$ cat src/rtl/rps_pkg.sv
package rps_pkg;

    localparam int RATE_W = 4;
    localparam int ORG_W  = 7;
    localparam int PID_W  = 2;
    localparam int MIT_W  = 2;
    localparam int WORD_W = 16;
    localparam int SPARE_W = WORD_W - RATE_W - ORG_W - PID_W - MIT_W;
    localparam int NUM_CODES = 7;
    localparam int SEL_W = 3;

    typedef struct packed {
        logic [SPARE_W-1:0] spare;
        logic [MIT_W-1:0]   mit;
        logic [PID_W-1:0]   pid;
        logic [ORG_W-1:0]   org;
        logic [RATE_W-1:0]  code;
    } status_t;

    typedef enum logic {
        ST_IDLE  = 1'b0,
        ST_ARMED = 1'b1
    } sched_st_e;

    function automatic int unsigned rate_hz(input logic [RATE_W-1:0] c);
        unique case (c)
            4'd1:    rate_hz = 1;
            4'd2:    rate_hz = 10;
            4'd3:    rate_hz = 30;
            4'd4:    rate_hz = 60;
            4'd5:    rate_hz = 120;
            4'd6:    rate_hz = 360;
            default: rate_hz = 0;
        endcase
    endfunction

    function automatic logic [RATE_W-1:0] norm_code(input logic [RATE_W-1:0] c);
        norm_code = (c < RATE_W'(NUM_CODES)) ? c : '0;
    endfunction

endpackage

$ cat src/rtl/rps_phase.sv
module rps_phase #(
    parameter int BASE_HZ = 360,
    parameter int PH_W    = $clog2(BASE_HZ)
) (
    input  logic            clk,
    input  logic            rst_n,
    input  logic            tick_i,
    output logic [PH_W-1:0] phase_o
);
    localparam logic [PH_W-1:0] LAST = PH_W'(BASE_HZ - 1);

    logic [PH_W-1:0] phase_q;

    always_ff @(posedge clk) begin
        if (!rst_n) begin
            phase_q <= '0;
        end else if (tick_i) begin
            phase_q <= (phase_q == LAST) ? '0 : phase_q + PH_W'(1);
        end
    end

    assign phase_o = phase_q;

endmodule

$ cat src/rtl/rps_gate.sv
module rps_gate
    import rps_pkg::*;
#(
    parameter int BASE_HZ = 360,
    parameter int PH_W    = $clog2(BASE_HZ)
) (
    input  logic [RATE_W-1:0] code_i,
    input  logic [PH_W-1:0]   phase_i,
    output logic              hit_o
);
    logic [2**SEL_W-1:0] hit_vec;

    assign hit_vec[0] = 1'b0;

    for (genvar g = 1; g < 2**SEL_W; g++) begin : g_div
        if (g < NUM_CODES) begin : g_live
            localparam int unsigned DIV = BASE_HZ / rate_hz(RATE_W'(g));
            assign hit_vec[g] = ((phase_i % PH_W'(DIV)) == '0);
        end else begin : g_dead
            assign hit_vec[g] = 1'b0;
        end
    end

    assign hit_o = (code_i[RATE_W-1:SEL_W] == '0) ? hit_vec[code_i[SEL_W-1:0]] : 1'b0;

endmodule

$ cat src/rtl/rps_ctrl.sv
module rps_ctrl
    import rps_pkg::*;
(
    input  logic              clk,
    input  logic              rst_n,
    input  logic              tick_i,
    input  logic              word_valid_i,
    input  status_t           word_i,
    input  logic [PID_W-1:0]  pid_lsb_i,
    output logic [RATE_W-1:0] act_next_o,
    output logic [RATE_W-1:0] act_o,
    output logic [MIT_W-1:0]  mit_o,
    output logic              err_o
);
    sched_st_e         state_q, state_d;
    logic [RATE_W-1:0] pcode_q, pcode_d;
    logic [PID_W-1:0]  ppid_q, ppid_d;
    logic [ORG_W-1:0]  cnt_q, cnt_d;
    logic [RATE_W-1:0] act_q, act_d;
    logic [MIT_W-1:0]  mit_q;
    logic              err_q, err_d;
    logic              unused_spare;

    assign unused_spare = ^word_i.spare;

    // next-state and pending-change logic
    always_comb begin
        state_d = state_q;
        pcode_d = pcode_q;
        ppid_d  = ppid_q;
        cnt_d   = cnt_q;
        act_d   = act_q;
        err_d   = 1'b0;
        if (word_valid_i) begin
            pcode_d = word_i.code;
            ppid_d  = word_i.pid;
            cnt_d   = word_i.org;
        end
        unique case (state_q)
            ST_IDLE: begin
                if (word_valid_i) state_d = ST_ARMED;
            end
            ST_ARMED: begin
                state_d = ST_ARMED;
            end
        endcase
        if (tick_i && (state_d == ST_ARMED)) begin
            if (cnt_d == '0) begin
                state_d = ST_IDLE;
                if (ppid_d == pid_lsb_i) act_d = norm_code(pcode_d);
                else                     err_d = 1'b1;
            end else begin
                cnt_d = cnt_d - ORG_W'(1);
            end
        end
    end

    // state register
    always_ff @(posedge clk) begin
        if (!rst_n) begin
            state_q <= ST_IDLE;
            pcode_q <= '0;
            ppid_q  <= '0;
            cnt_q   <= '0;
            act_q   <= '0;
            err_q   <= 1'b0;
        end else begin
            state_q <= state_d;
            pcode_q <= pcode_d;
            ppid_q  <= ppid_d;
            cnt_q   <= cnt_d;
            act_q   <= act_d;
            err_q   <= err_d;
        end
    end

    // mitigation pass-through
    always_ff @(posedge clk) begin
        if (!rst_n)            mit_q <= '0;
        else if (word_valid_i) mit_q <= word_i.mit;
    end

    assign act_next_o = act_d;
    assign act_o      = act_q;
    assign mit_o      = mit_q;
    assign err_o      = err_q;

endmodule

$ cat src/rtl/rate_permit_sched.sv
module rate_permit_sched
    import rps_pkg::*;
#(
    parameter int BASE_HZ = 360
) (
    input  logic        clk,
    input  logic        rst_n,
    input  logic        tick_i,
    input  logic        word_valid_i,
    input  logic [15:0] word_i,
    input  logic [1:0]  pid_lsb_i,
    output logic        permit_o,
    output logic [3:0]  rate_code_o,
    output logic [1:0]  mitig_o,
    output logic        pid_err_o
);
    localparam int PH_W = $clog2(BASE_HZ);

    logic [PH_W-1:0]   phase;
    logic [RATE_W-1:0] act_next;
    logic              hit;
    logic              permit_q;

    rps_phase #(.BASE_HZ(BASE_HZ), .PH_W(PH_W)) u_phase (
        .clk     (clk),
        .rst_n   (rst_n),
        .tick_i  (tick_i),
        .phase_o (phase)
    );

    rps_ctrl u_ctrl (
        .clk          (clk),
        .rst_n        (rst_n),
        .tick_i       (tick_i),
        .word_valid_i (word_valid_i),
        .word_i       (status_t'(word_i)),
        .pid_lsb_i    (pid_lsb_i),
        .act_next_o   (act_next),
        .act_o        (rate_code_o),
        .mit_o        (mitig_o),
        .err_o        (pid_err_o)
    );

    rps_gate #(.BASE_HZ(BASE_HZ), .PH_W(PH_W)) u_gate (
        .code_i  (act_next),
        .phase_i (phase),
        .hit_o   (hit)
    );

    always_ff @(posedge clk) begin
        if (!rst_n) permit_q <= 1'b0;
        else        permit_q <= tick_i & hit;
    end

    assign permit_o = permit_q;

endmodule

$ cat config.mk
export PLATFORM = sky130hd
export DESIGN_NAME = rate_permit_sched
export DESIGN_NICKNAME = d
export VERILOG_FILES = /design/src/rtl/rps_pkg.sv /design/src/rtl/rps_phase.sv /design/src/rtl/rps_gate.sv /design/src/rtl/rps_ctrl.sv /design/src/rtl/rate_permit_sched.sv
export SDC_FILE = /design/constraint.sdc
export NUM_CORES = 1
export LEC_CHECK = 0
export ABC_AREA = 1
export CELL_PAD_IN_SITES_DETAIL_PLACEMENT = 0
export CELL_PAD_IN_SITES_GLOBAL_PLACEMENT = 1
export CORE_ASPECT_RATIO = 0.75
export CORE_MARGIN = 2
export CORE_UTILIZATION = 28
export CTS_CLUSTER_SIZE = 25
export DETAILED_ROUTE_END_ITERATION = 7
export HOLD_SLACK_MARGIN = 0.1
export PLACE_DENSITY = 0.7
export SETUP_SLACK_MARGIN = 0.2
export SYNTH_ARGS = -nofsm -noshare
export SYNTH_HDL_FRONTEND = slang
export SYNTH_HIERARCHICAL = 1
export SYNTH_SLANG_ARGS = --single-unit
$ cat constraint.sdc
create_clock -name clk -period 6.8 [get_ports clk]
set_clock_uncertainty 0.2 [all_clocks]
set_input_delay 0.68 -clock clk [delete_from_list [all_inputs] [get_ports clk]]
set_output_delay 0.68 -clock clk [all_outputs]
set_load 0.005 [all_outputs]
# Word-level counts from Yosys, hierarchy flattened

Cells that the tools add are included.

$lt $le $gt $ge: 2
$add $sub $neg: 2
Multiplexer cells: 18
Divide/modulo/power cells: 5
Bitwise operators: 2
Shift operators: 0
Equal/unequal tests: 2
Reductions and logical operators: 8
$mul: 0

Operators by type and width:

| cell                                               | number |
|---|---|
| zero test 9 bit                                    | 5 |
| two-way mux 7 bit                                  | 3 |
| two-way mux 4 bit                                  | 5 |
| adder 9 x 1 -> 9 bit, second input constant        | 1 |
| equality test 9 bit, second input constant         | 1 |
| modulo 9 x 2 -> 9 bit, second input constant       | 1 |
| modulo 9 x 3 -> 9 bit, second input constant       | 1 |
| modulo 9 x 4 -> 9 bit, second input constant       | 1 |
| modulo 9 x 6 -> 9 bit, second input constant       | 1 |
| modulo 9 x 9 -> 9 bit, second input constant       | 1 |
| two-way mux 9 bit                                  | 1 |
| zero test 7 bit                                    | 1 |
| subtractor 7 x 1 -> 7 bit, second input constant   | 1 |
| two-way mux 1 bit                                  | 6 |
| < comparator 3 x 4 -> 1 bit, second input constant | 1 |
| < comparator 4 x 3 -> 1 bit, second input constant | 1 |
| binary-select mux 1 bit (select 3 bit)             | 1 |
| AND reduction 3 bit                                | 1 |
| equality test 2 bit                                | 1 |
| two-way mux 2 bit                                  | 1 |
| case mux 1 bit (2 select lines)                    | 1 |
| AND 1 bit                                          | 1 |
| logical AND 1 bit                                  | 1 |
| inverter 1 bit                                     | 1 |

Bits in read-only memories: 0
Output and inout port bits: 8
Bits in registers: 31
Memories: 0
Logic and storage cells: 48
Input port bits: 22
Bits in latches: 0
RAM bits: 0

# Longest topological paths before layout

Gate-level depths: netlist of run 1.

Depth after elaboration: 10
Gate-level depth with buffers: 41
Gate-level depth less buffers: 40

# Cells and area by module

Netlist of run 1, hierarchy kept.

Modules (own cells, without submodules):

| module            | times used | cells each | area each (µm²) |
|---|---|---|---|
| rps_gate          | 1          | 321        | 1631.6 |
| rps_ctrl          | 1          | 186        | 1285.0 |
| rps_phase         | 1          | 63         | 449.2 |
| rate_permit_sched | 1          | 4          | 33.8 |

# Worst setup path before layout of run 1

Ideal clock, no wire load.

Path type: reg2reg
Start: register u_phase.phase_q[8], in the netlist u_phase/phase_o[8]
End: register permit_q, in the netlist permit_o
Required time: 6.538 ns
Arrival time: 3.580 ns
Setup slack: 2.959 ns
Buffers on the path: 1
Library setup time: 0.062 ns
Stages on the path, launching flop included: 39
Path through: dfxtp_1 -> buf_4 -> nand3_1 -> nor2_1 -> nand2_2 -> nand2_2 -> nand2_1 -> nand2_2 -> nand2_1 -> nand2_1 -> nand2_2 -> a21oi_2 -> nor2_2 -> o21ai_2 -> nand2_1 -> nand2_1 -> nand2_1 -> nand2_1 -> [... 3 more ...] -> nand2_1 -> inv_1 -> ha_1 -> inv_1 -> nand2_1 -> nand2_1 -> inv_1 -> o21bai_2 -> inv_2 -> nor2_2 -> nand3_1 -> nand2_1 -> inv_1 -> nor2_1 -> nand2_1 -> a21oi_1 -> nand2_1 -> nor2_2

Word-level cells in the longest chain between the ends: 6

RTL lines:

| item                                                | RTL line                | text |
|---|---|---|
| start: declaration                                  | rps_phase.sv:12         | `logic [PH_W-1:0] phase_q;` |
| start signal: assignment                            | rps_phase.sv:18         | `phase_q <= (phase_q == LAST) ? '0 : phase_q + PH_W'(1);` |
| modulo 9 x 9 -> 9 bit, or another cell as far along | rps_gate.sv:18          | `assign hit_vec[g] = ((phase_i % PH_W'(DIV)) == '0);` |
| zero test 9 bit                                     | rps_gate.sv:18          |  |
| binary-select mux 1 bit (select 3 bit) (*)          | rps_gate.sv:24          | `assign hit_o = (code_i[RATE_W-1:SEL_W] == '0) ? hit_vec[code_i[SEL_W-1:0]] : 1'b0;` |
| two-way mux 1 bit (implied by the code) (*)         | rps_gate.sv:24          |  |
| two-way mux 1 bit (*)                               | rps_gate.sv:24          |  |
| net hit                                             | rate_permit_sched.sv:21 | `logic hit;` |
| AND 1 bit (*)                                       | rate_permit_sched.sv:52 | `else permit_q <= tick_i & hit;` |
| end signal: assignment                              | rate_permit_sched.sv:52 |  |
| end: declaration                                    | rate_permit_sched.sv:22 | `logic permit_q;` |

The timed path passes the listed nets; every way through them passes the cells marked *. The select of a mux whose other input is x is not followed.
A chain may end at the register's enable or synchronous reset.

# Worst setup path after layout of run 1

Start: register u_phase.phase_q[3], in the netlist u_phase/phase_o[3]
End: register permit_q, in the netlist permit_o

Same word-level chain as after synthesis.

==> flow_results.xml, run 1 <==
<?xml version="1.0" encoding="UTF-8"?>
<metrics>
  <group name="outcome">
    <metric name="run_status" unit="">finished, final reports clean</metric>
  </group>
  <group name="final_layout">
    <metric name="nets" unit="">627</metric>
    <metric name="final_std_cell_area_no_fill" unit="mm2">0.00391</metric>
    <metric name="number_of_filler_instances_in_the_final_layout" unit="">1313</metric>
    <metric name="drive_gt1_frac" unit="">0.145</metric>
    <metric name="area_growth" unit="%">14.9</metric>
    <metric name="finalCoreUtilization" unit="">0.334</metric>
    <metric name="n_antenna_cell" unit="">0</metric>
    <metric name="finalNonFillerCells" unit="">761</metric>
  </group>
  <group name="worst_hold_path">
    <metric name="whs_path_depth" unit="">2</metric>
    <metric name="timing.hold.worst_endpoint" unit="">u_ctrl/act_o[3]</metric>
    <metric name="min_from" unit="">u_ctrl/act_o[3]</metric>
    <metric name="min_path_type" unit="">flop to flop</metric>
  </group>
  <group name="timing">
    <metric name="period_needed" unit="ps">4830</metric>
    <metric name="timing.final.hold_violations" unit="">0</metric>
    <metric name="final-max-slew-violation-count" unit="">0</metric>
    <metric name="setup-violations-final" unit="">0</metric>
    <metric name="timing.max_slew.rel_slack" unit="">0.607</metric>
    <metric name="timing.fmax" unit="GHz">0.207</metric>
    <metric name="timing.final.crit_share" unit="">0.710</metric>
    <metric name="rsz0062_at_grt" unit="">false</metric>
    <metric name="timing_worst_slew_pin_value" unit="ps">589</metric>
    <metric name="finalSetupTns" unit="ps">0</metric>
    <metric name="fin_worst_hold_slack" unit="ps">264</metric>
  </group>
  <group name="cts">
    <metric name="cts_hold_buffers" unit="">0</metric>
    <metric name="clkTransAtPathRegs" unit="ps">50</metric>
    <metric name="cts.sinks" unit="">31</metric>
    <metric name="numCtsBuffers" unit="">5</metric>
    <metric name="cts_post_setup_buffers_inserted" unit="">0</metric>
    <metric name="clock_tree.buffer_depth" unit="">2</metric>
    <metric name="cts-htree-levels" unit="">2</metric>
    <metric name="post_cts_resized" unit="">0</metric>
    <metric name="clk_latency" unit="ps">270</metric>
    <metric name="cts_tree" unit="">built</metric>
    <metric name="clock_tree.root_cell" unit="">sky130_fd_sc_hd__clkbuf_16</metric>
  </group>
  <group name="pwr">
    <metric name="cell_internal_pwr" unit="mW">0.363</metric>
    <metric name="total_leakage_power" unit="nW">1.97</metric>
    <metric name="netSwitchingPower" unit="mW">0.134</metric>
    <metric name="p_sw_frac" unit="">0.270</metric>
    <metric name="power.sequential.fraction" unit="">0.394</metric>
    <metric name="p_clk_frac" unit="">0.424</metric>
    <metric name="ir_worst_vdd" unit="mV">0.0825</metric>
    <metric name="share_comb_of_total_power" unit="">0.181</metric>
    <metric name="power.density_cell_area" unit="mW/mm2">127</metric>
  </group>
  <group name="die">
    <metric name="initial_util" unit="">0.291</metric>
    <metric name="rows" unit="">34</metric>
    <metric name="dieArea" unit="mm2">0.0130</metric>
    <metric name="die_y" unit="um">99.4</metric>
    <metric name="core_area" unit="mm2">0.0117</metric>
    <metric name="fp.dieW" unit="um">131</metric>
    <metric name="top_level_ports" unit="">30</metric>
  </group>
  <group name="grt">
    <metric name="grt_overflow_total" unit="">0</metric>
    <metric name="antenna_found_initial" unit="">0</metric>
    <metric name="grt_max_degree" unit="">26</metric>
    <metric name="groute.usage.overall" unit="">0.131</metric>
    <metric name="grt_pass1_wl" unit="um">14300</metric>
    <metric name="grt_pass1_vias" unit="">3041</metric>
  </group>
  <group name="worst_setup_path">
    <metric name="timing.critical_path.to_type" unit="">flop</metric>
    <metric name="timing.critical_path.slowest_cell_delay" unit="ps">690</metric>
    <metric name="cpMostUsedCell" unit="">sky130_fd_sc_hd__nand2_1</metric>
    <metric name="number_of_cell_instances_on_the_worst_register_to_register_path" unit="">37</metric>
    <metric name="critical_path_class" unit="">flop to flop</metric>
    <metric name="regToRegStartpoint" unit="">u_phase/phase_o[3]</metric>
    <metric name="path_max_fanout" unit="">13</metric>
    <metric name="reg2reg_setup_slack" unit="ps">1970</metric>
    <metric name="kind_of_launch_point_of_the_worst_setup_path" unit="">flop</metric>
    <metric name="regToRegEndpoint" unit="">permit_o</metric>
    <metric name="crit_arrival" unit="ps">4840</metric>
    <metric name="worst-endpoint-required" unit="ps">6810</metric>
    <metric name="crit_path_top_delay_cell" unit="">sky130_fd_sc_hd__dfxtp_1</metric>
  </group>
  <group name="synthesis">
    <metric name="post_synthesis_cell_count" unit="">574</metric>
    <metric name="post_synth_main_area_contributors" unit="">sky130_fd_sc_hd__nand2_1 (20%), sky130_fd_sc_hd__dfxtp_1 (18%), sky130_fd_sc_hd__inv_1 (7.7%)</metric>
    <metric name="postSynth.topFlopCell" unit="">sky130_fd_sc_hd__dfxtp_1</metric>
    <metric name="ys_types" unit="">46</metric>
    <metric name="yosys_warnings" unit="">6</metric>
    <metric name="synth_area" unit="mm2">0.00340</metric>
    <metric name="synth_nets" unit="">603</metric>
    <metric name="synth_top_area_cell" unit="">sky130_fd_sc_hd__nand2_1</metric>
    <metric name="synth-seq-cells" unit="">31</metric>
    <metric name="synth-edff-count" unit="">0</metric>
    <metric name="synth.avg_cell_area" unit="um2">5.92</metric>
    <metric name="synth_seq_area_share" unit="">0.183</metric>
    <metric name="synthArstFlopShare" unit="">0</metric>
    <metric name="post-synth-top-area-fraction" unit="">0.198</metric>
  </group>
  <group name="detailed_routing">
    <metric name="routed_wire_length_per_instance" unit="um">10.9</metric>
    <metric name="total_routed_wirelength" unit="um">8320</metric>
    <metric name="drtIter0Drc" unit="">216</metric>
    <metric name="wirelength_met1" unit="um">4700</metric>
    <metric name="met2WireLength" unit="um">3280</metric>
    <metric name="wl_met3" unit="um">308</metric>
    <metric name="total_via_count_after_detailed_routing" unit="">3466</metric>
    <metric name="postRouteAntennaNets" unit="">0</metric>
    <metric name="maxUsedRoutingLayer" unit="">met4</metric>
    <metric name="drt_pass_1_iters" unit="">4</metric>
    <metric name="routed_via_density" unit="">4.55</metric>
    <metric name="drc" unit="">0</metric>
  </group>
  <group name="placement">
    <metric name="routability_congestion_estimate_from_global_placement" unit="">0.775</metric>
    <metric name="placedCellCount" unit="">753</metric>
    <metric name="post-dp-hpwl" unit="um">6600</metric>
    <metric name="buffer_ports.inserted" unit="">28</metric>
    <metric name="placed_area" unit="mm2">0.00377</metric>
  </group>
  <group name="flow_run">
    <metric name="maxCapViolations" unit="">0</metric>
  </group>
</metrics>
==> how the worst max path moves through the flow <==
stage | start | endpoint | slack [ps] | cells past startpoint
floorplan | u_phase/phase_o[8] | permit_o | 2960 | 38
global placement | u_phase/phase_o[2] | permit_o | 2020 | 35
detailed placement | u_phase/phase_o[3] | permit_o | 1930 | 35
CTS | u_phase/phase_o[3] | permit_o | 1910 | 35
global route | u_phase/phase_o[2] | permit_o | 1330 | 35
finish | u_phase/phase_o[3] | permit_o | 1970 | 37
==> kinds of logic after synthesis <==
group                    synth area share
AND/OR/NAND/NOR                     0.527
buffers and inverters               0.135
AO/OA/AOI/OAI                       0.110
flip-flops                          0.183
XOR/XNOR                           0.0206
adder cells (fa/ha/maj)            0.0258
==> metrics by stage <==
step	total power [mW]	setup slack [ps]
floorplan	0.264	2960
global placement	0.288	2020
detailed placement	0.290	1930
CTS	0.506	1910
global route	0.529	1330
finish	0.496	1970
==> final cells by class <==
cell class / instances / area [um2] / area share
clock buffers: 7 / 133 / 0.0340
well taps: 162 / 203 / 0.0519
multi-input cells: 446 / 2320 / 0.594
inverters: 85 / 335 / 0.0859
flip-flops and latches: 31 / 621 / 0.159
repair buffers: 29 / 288 / 0.0737
clock inverters: 1 / 5.00 / 0.00128
==> registers in the layout (all words and copies together) (netlist names) <==
name             count
u_ctrl/err_o         1
u_ctrl/pcode_q       4
u_phase/phase_o      9
u_ctrl/state_q       1
u_ctrl/ppid_q        2
permit_o             1
u_ctrl/mit_o         2
u_ctrl/act_o         4
u_ctrl/cnt_q         7
==> Yosys cell counts, types with 11 or more instances <==
library cell	instances
sky130_fd_sc_hd__nand4_1	14
sky130_fd_sc_hd__nand3_1	48
sky130_fd_sc_hd__nand2_1	179
sky130_fd_sc_hd__nand3_2	13
sky130_fd_sc_hd__a21oi_1	20
sky130_fd_sc_hd__nor2_1	60
sky130_fd_sc_hd__o21ai_0	18
sky130_fd_sc_hd__nand2_2	19
sky130_fd_sc_hd__inv_2	11
sky130_fd_sc_hd__inv_1	70
sky130_fd_sc_hd__dfxtp_1	31
==> cell usage in the layout, fill, tap and decap left out, types with 6 or more instances in the layout <==
master,instances
sky130_fd_sc_hd__nand2_1,179
sky130_fd_sc_hd__inv_1,70
sky130_fd_sc_hd__nor2_1,60
sky130_fd_sc_hd__nand3_1,48
sky130_fd_sc_hd__dfxtp_1,31
sky130_fd_sc_hd__clkdlybuf4s50_1,28
sky130_fd_sc_hd__a21oi_1,20
sky130_fd_sc_hd__nand2_2,19
sky130_fd_sc_hd__o21ai_0,18
sky130_fd_sc_hd__nand4_1,14
sky130_fd_sc_hd__nand3_2,13
sky130_fd_sc_hd__inv_2,11
sky130_fd_sc_hd__nor2_2,7
sky130_fd_sc_hd__xor2_1,7
sky130_fd_sc_hd__nor3_1,7
sky130_fd_sc_hd__ha_1,7
sky130_fd_sc_hd__nand2_4,6
sky130_fd_sc_hd__o21ai_1,6
==> power groups by stage <==
stage / clock network, mW / logic [mW] / registers, mW
2_1_floorplan: 0 / 0.0659 / 0.198
3_3_place_gp: 0 / 0.0886 / 0.199
3_5_place_dp: 0 / 0.0904 / 0.199
4_1_cts: 0.219 / 0.0908 / 0.196
5_1_grt: 0.230 / 0.102 / 0.197
6_report: 0.211 / 0.0900 / 0.196
==> worst max-delay path: cells and delay by family (launching register included) <==
family	cells	cell delay (ps)
compound gates	2	420
flops	1	690
fa+ha+maj	1	190
simple gates	27	2680
buf+inv	7	580
==> routing by layer <==
| metal | global-route usage | vias to the layer above |
|---|---|---|
| li1 | - | 1881 |
| met1 | 0.198 | 1541 |
| met2 | 0.189 | 40 |
| met3 | 0.0306 | 4 |
| met4 | 0.0251 | 0 |
| met5 | 0 | - |
Note: power is estimated with default switching activity, not from simulation.
==> run 2: changes to the inputs <==
clock period = 4.9 ns   (was 6.8 ns; I/O delays follow)
==> run 2 against run 1 <==
Against the previous run: sequential power is 37% higher; core utilization is 1.1 points higher; setup slack worse by 1300 ps; die area stayed put; clock power is 42% higher; final area is 3.3% higher; combinational power is 48% higher; non-clock buffer count is 8 higher; global-route usage is 0.30 points higher; highest routed layer unchanged.
==> flow_results.xml, run 2 (synthesis gave the netlist of run 1 again) <==
<?xml version="1.0" encoding="UTF-8"?>
<metrics>
  <group name="outcome">
    <metric name="run_status" unit="">finished, final reports clean</metric>
  </group>
  <group name="die">
    <metric name="rows" unit="">34</metric>
    <metric name="fp.dieW" unit="um">131</metric>
    <metric name="dieArea" unit="mm2">0.0130</metric>
    <metric name="initial_util" unit="">0.291</metric>
    <metric name="core_area" unit="mm2">0.0117</metric>
    <metric name="die_y" unit="um">99.4</metric>
    <metric name="top_level_ports" unit="">30</metric>
  </group>
  <group name="worst_setup_path">
    <metric name="timing.critical_path.to_type" unit="">flop</metric>
    <metric name="critical_path_class" unit="">flop to flop</metric>
    <metric name="timing.critical_path.max_delay_family" unit="">simple AND/OR/NAND/NOR gates</metric>
    <metric name="crit_arrival" unit="ps">4240</metric>
    <metric name="crit_path_top_delay_cell" unit="">sky130_fd_sc_hd__nor3_1</metric>
    <metric name="path_max_fanout" unit="">8</metric>
    <metric name="worst-path-buf-inv" unit="">4</metric>
    <metric name="timing.critical_path.slowest_cell_delay" unit="ps">330</metric>
    <metric name="kind_of_launch_point_of_the_worst_setup_path" unit="">flop</metric>
    <metric name="worst-endpoint-required" unit="ps">4920</metric>
  </group>
  <group name="placement">
    <metric name="buffer_ports.inserted" unit="">28</metric>
    <metric name="post-dp-hpwl" unit="um">6780</metric>
    <metric name="placed_area" unit="mm2">0.00383</metric>
    <metric name="routability_congestion_estimate_from_global_placement" unit="">0.795</metric>
  </group>
  <group name="timing">
    <metric name="timing_worst_slew_pin_value" unit="ps">515</metric>
    <metric name="period_needed" unit="ps">4220</metric>
    <metric name="timing.fmax" unit="GHz">0.237</metric>
    <metric name="fin_worst_hold_slack" unit="ps">263</metric>
    <metric name="timing.final.crit_share" unit="">0.862</metric>
    <metric name="setup-violations-final" unit="">0</metric>
    <metric name="timing.final.hold_violations" unit="">0</metric>
    <metric name="final-max-slew-violation-count" unit="">0</metric>
    <metric name="rsz0062_at_grt" unit="">false</metric>
    <metric name="timing.max_slew.rel_slack" unit="">0.655</metric>
    <metric name="finalSetupTns" unit="ps">0</metric>
  </group>
  <group name="pwr">
    <metric name="p_total" unit="mW">0.700</metric>
    <metric name="total_leakage_power" unit="nW">2.04</metric>
    <metric name="ir_worst_vdd" unit="mV">0.119</metric>
    <metric name="power.density_cell_area" unit="mW/mm2">174</metric>
  </group>
  <group name="detailed_routing">
    <metric name="drt_pass_1_iters" unit="">5</metric>
    <metric name="routed_wire_length_per_instance" unit="um">11.2</metric>
    <metric name="drc" unit="">0</metric>
    <metric name="routed_via_density" unit="">4.59</metric>
    <metric name="drtIter0Drc" unit="">268</metric>
    <metric name="postRouteAntennaNets" unit="">0</metric>
    <metric name="total_via_count_after_detailed_routing" unit="">3527</metric>
    <metric name="total_routed_wirelength" unit="um">8610</metric>
  </group>
  <group name="cts">
    <metric name="clk_latency" unit="ps">280</metric>
    <metric name="cts-htree-levels" unit="">2</metric>
    <metric name="clkTransAtPathRegs" unit="ps">50</metric>
    <metric name="numCtsBuffers" unit="">5</metric>
    <metric name="cts_tree" unit="">built</metric>
    <metric name="cts.sinks" unit="">31</metric>
    <metric name="clock_tree.buffer_depth" unit="">2</metric>
    <metric name="cts_hold_buffers" unit="">0</metric>
    <metric name="clock_tree.root_cell" unit="">sky130_fd_sc_hd__clkbuf_16</metric>
  </group>
  <group name="grt">
    <metric name="groute.usage.overall" unit="">0.134</metric>
    <metric name="grt_pass1_wl" unit="um">14600</metric>
    <metric name="antenna_found_initial" unit="">0</metric>
    <metric name="grt_overflow_total" unit="">0</metric>
    <metric name="grt_max_degree" unit="">18</metric>
    <metric name="grt_pass1_vias" unit="">3083</metric>
  </group>
  <group name="final_layout">
    <metric name="n_antenna_cell" unit="">0</metric>
    <metric name="nets" unit="">635</metric>
    <metric name="area_growth" unit="%">18.7</metric>
    <metric name="drive_gt1_frac" unit="">0.173</metric>
    <metric name="final_std_cell_area_no_fill" unit="mm2">0.00403</metric>
    <metric name="highest_count_cells_in_the_layout_ignoring_fill_and_taps" unit="">sky130_fd_sc_hd__nand2_1 (178), sky130_fd_sc_hd__inv_1 (70), sky130_fd_sc_hd__nor2_1 (57), sky130_fd_sc_hd__nand3_1 (47), sky130_fd_sc_hd__dfxtp_1 (29)</metric>
    <metric name="layout_commonest_cell" unit="">sky130_fd_sc_hd__nand2_1</metric>
    <metric name="number_of_filler_instances_in_the_final_layout" unit="">1276</metric>
    <metric name="largest_register_ffs" unit="">9</metric>
  </group>
  <group name="flow_run">
    <metric name="maxCapViolations" unit="">0</metric>
  </group>
  <group name="worst_hold_path">
    <metric name="min_path_type" unit="">flop to flop</metric>
  </group>
</metrics>
==> run 2: cell count changes in the layout (fill, tap and decap cells not counted), sizes merged <==
cell,change
clkinv,+2
clkbuf,-2
buf,+8
==> run 2: worst register-to-register path: cells and delay by family (launching register included) <==
family / cells / cell delay, ps
DFF: 1 / 310
buffers and inverters: 4 / 340
and+or+nand+nor: 25 / 2620
AOI/OAI and AO/OA: 4 / 420
adders and majority gates: 1 / 260
==> run 2: cell type report <==
| cell class | instances | area [um2] | area share |
|---|---|---|---|
| repair buffers | 37 | 348 | 0.0862 |
| clock inverters | 3 | 15.0 | 0.00372 |
| well taps | 162 | 203 | 0.0502 |
| flip-flops and latches | 31 | 623 | 0.154 |
| multi-input cells | 446 | 2380 | 0.590 |
| inverters | 85 | 340 | 0.0844 |
| clock buffers | 5 | 125 | 0.0310 |
==> run 2: repair_timing <==
action / in CTS / in global routing
endpoints found under the setup margin: 0 / 1
gates resized for setup: 0 / 18
buffers inserted: 0 / 0
==> run 2: path summary, 6_finish.rpt <==
kind | start | end | slack [ps] | cells after the start
setup / recovery | u_phase/phase_o[1] | permit_o | 680 | 34
hold / removal | u_ctrl/act_o[3] | u_ctrl/act_o[3] | 260 | 2
setup reg to reg | u_phase/phase_o[1] | permit_o | 680 | 34
hold reg to reg | u_ctrl/act_o[3] | u_ctrl/act_o[3] | 260 | 2
==> run 2: power by group <==
group          switching [mW]  internal, mW
Clock                   0.114         0.185
Sequential            0.00421         0.264
Combinational          0.0784        0.0549
==> run 2: metrics by stage <==
step                worst slack, ps  cells   util
floorplan                      1060    574      -
global placement                532    761  0.327
detailed placement              432    761  0.327
CTS                             411    769  0.339
global route                    213    769  0.345
finish                          679    769  0.345
==> run 2: layer usage <==
metal | routed length [um] | track usage | vias up
met1 | 4880 | 0.205 | 1583
met2 | 3350 | 0.196 | 49
met4 | 38 | 0.0176 | 0
met5 | 0 | 0 | -
li1 | - | - | 1890
met3 | 342 | 0.0270 | 5
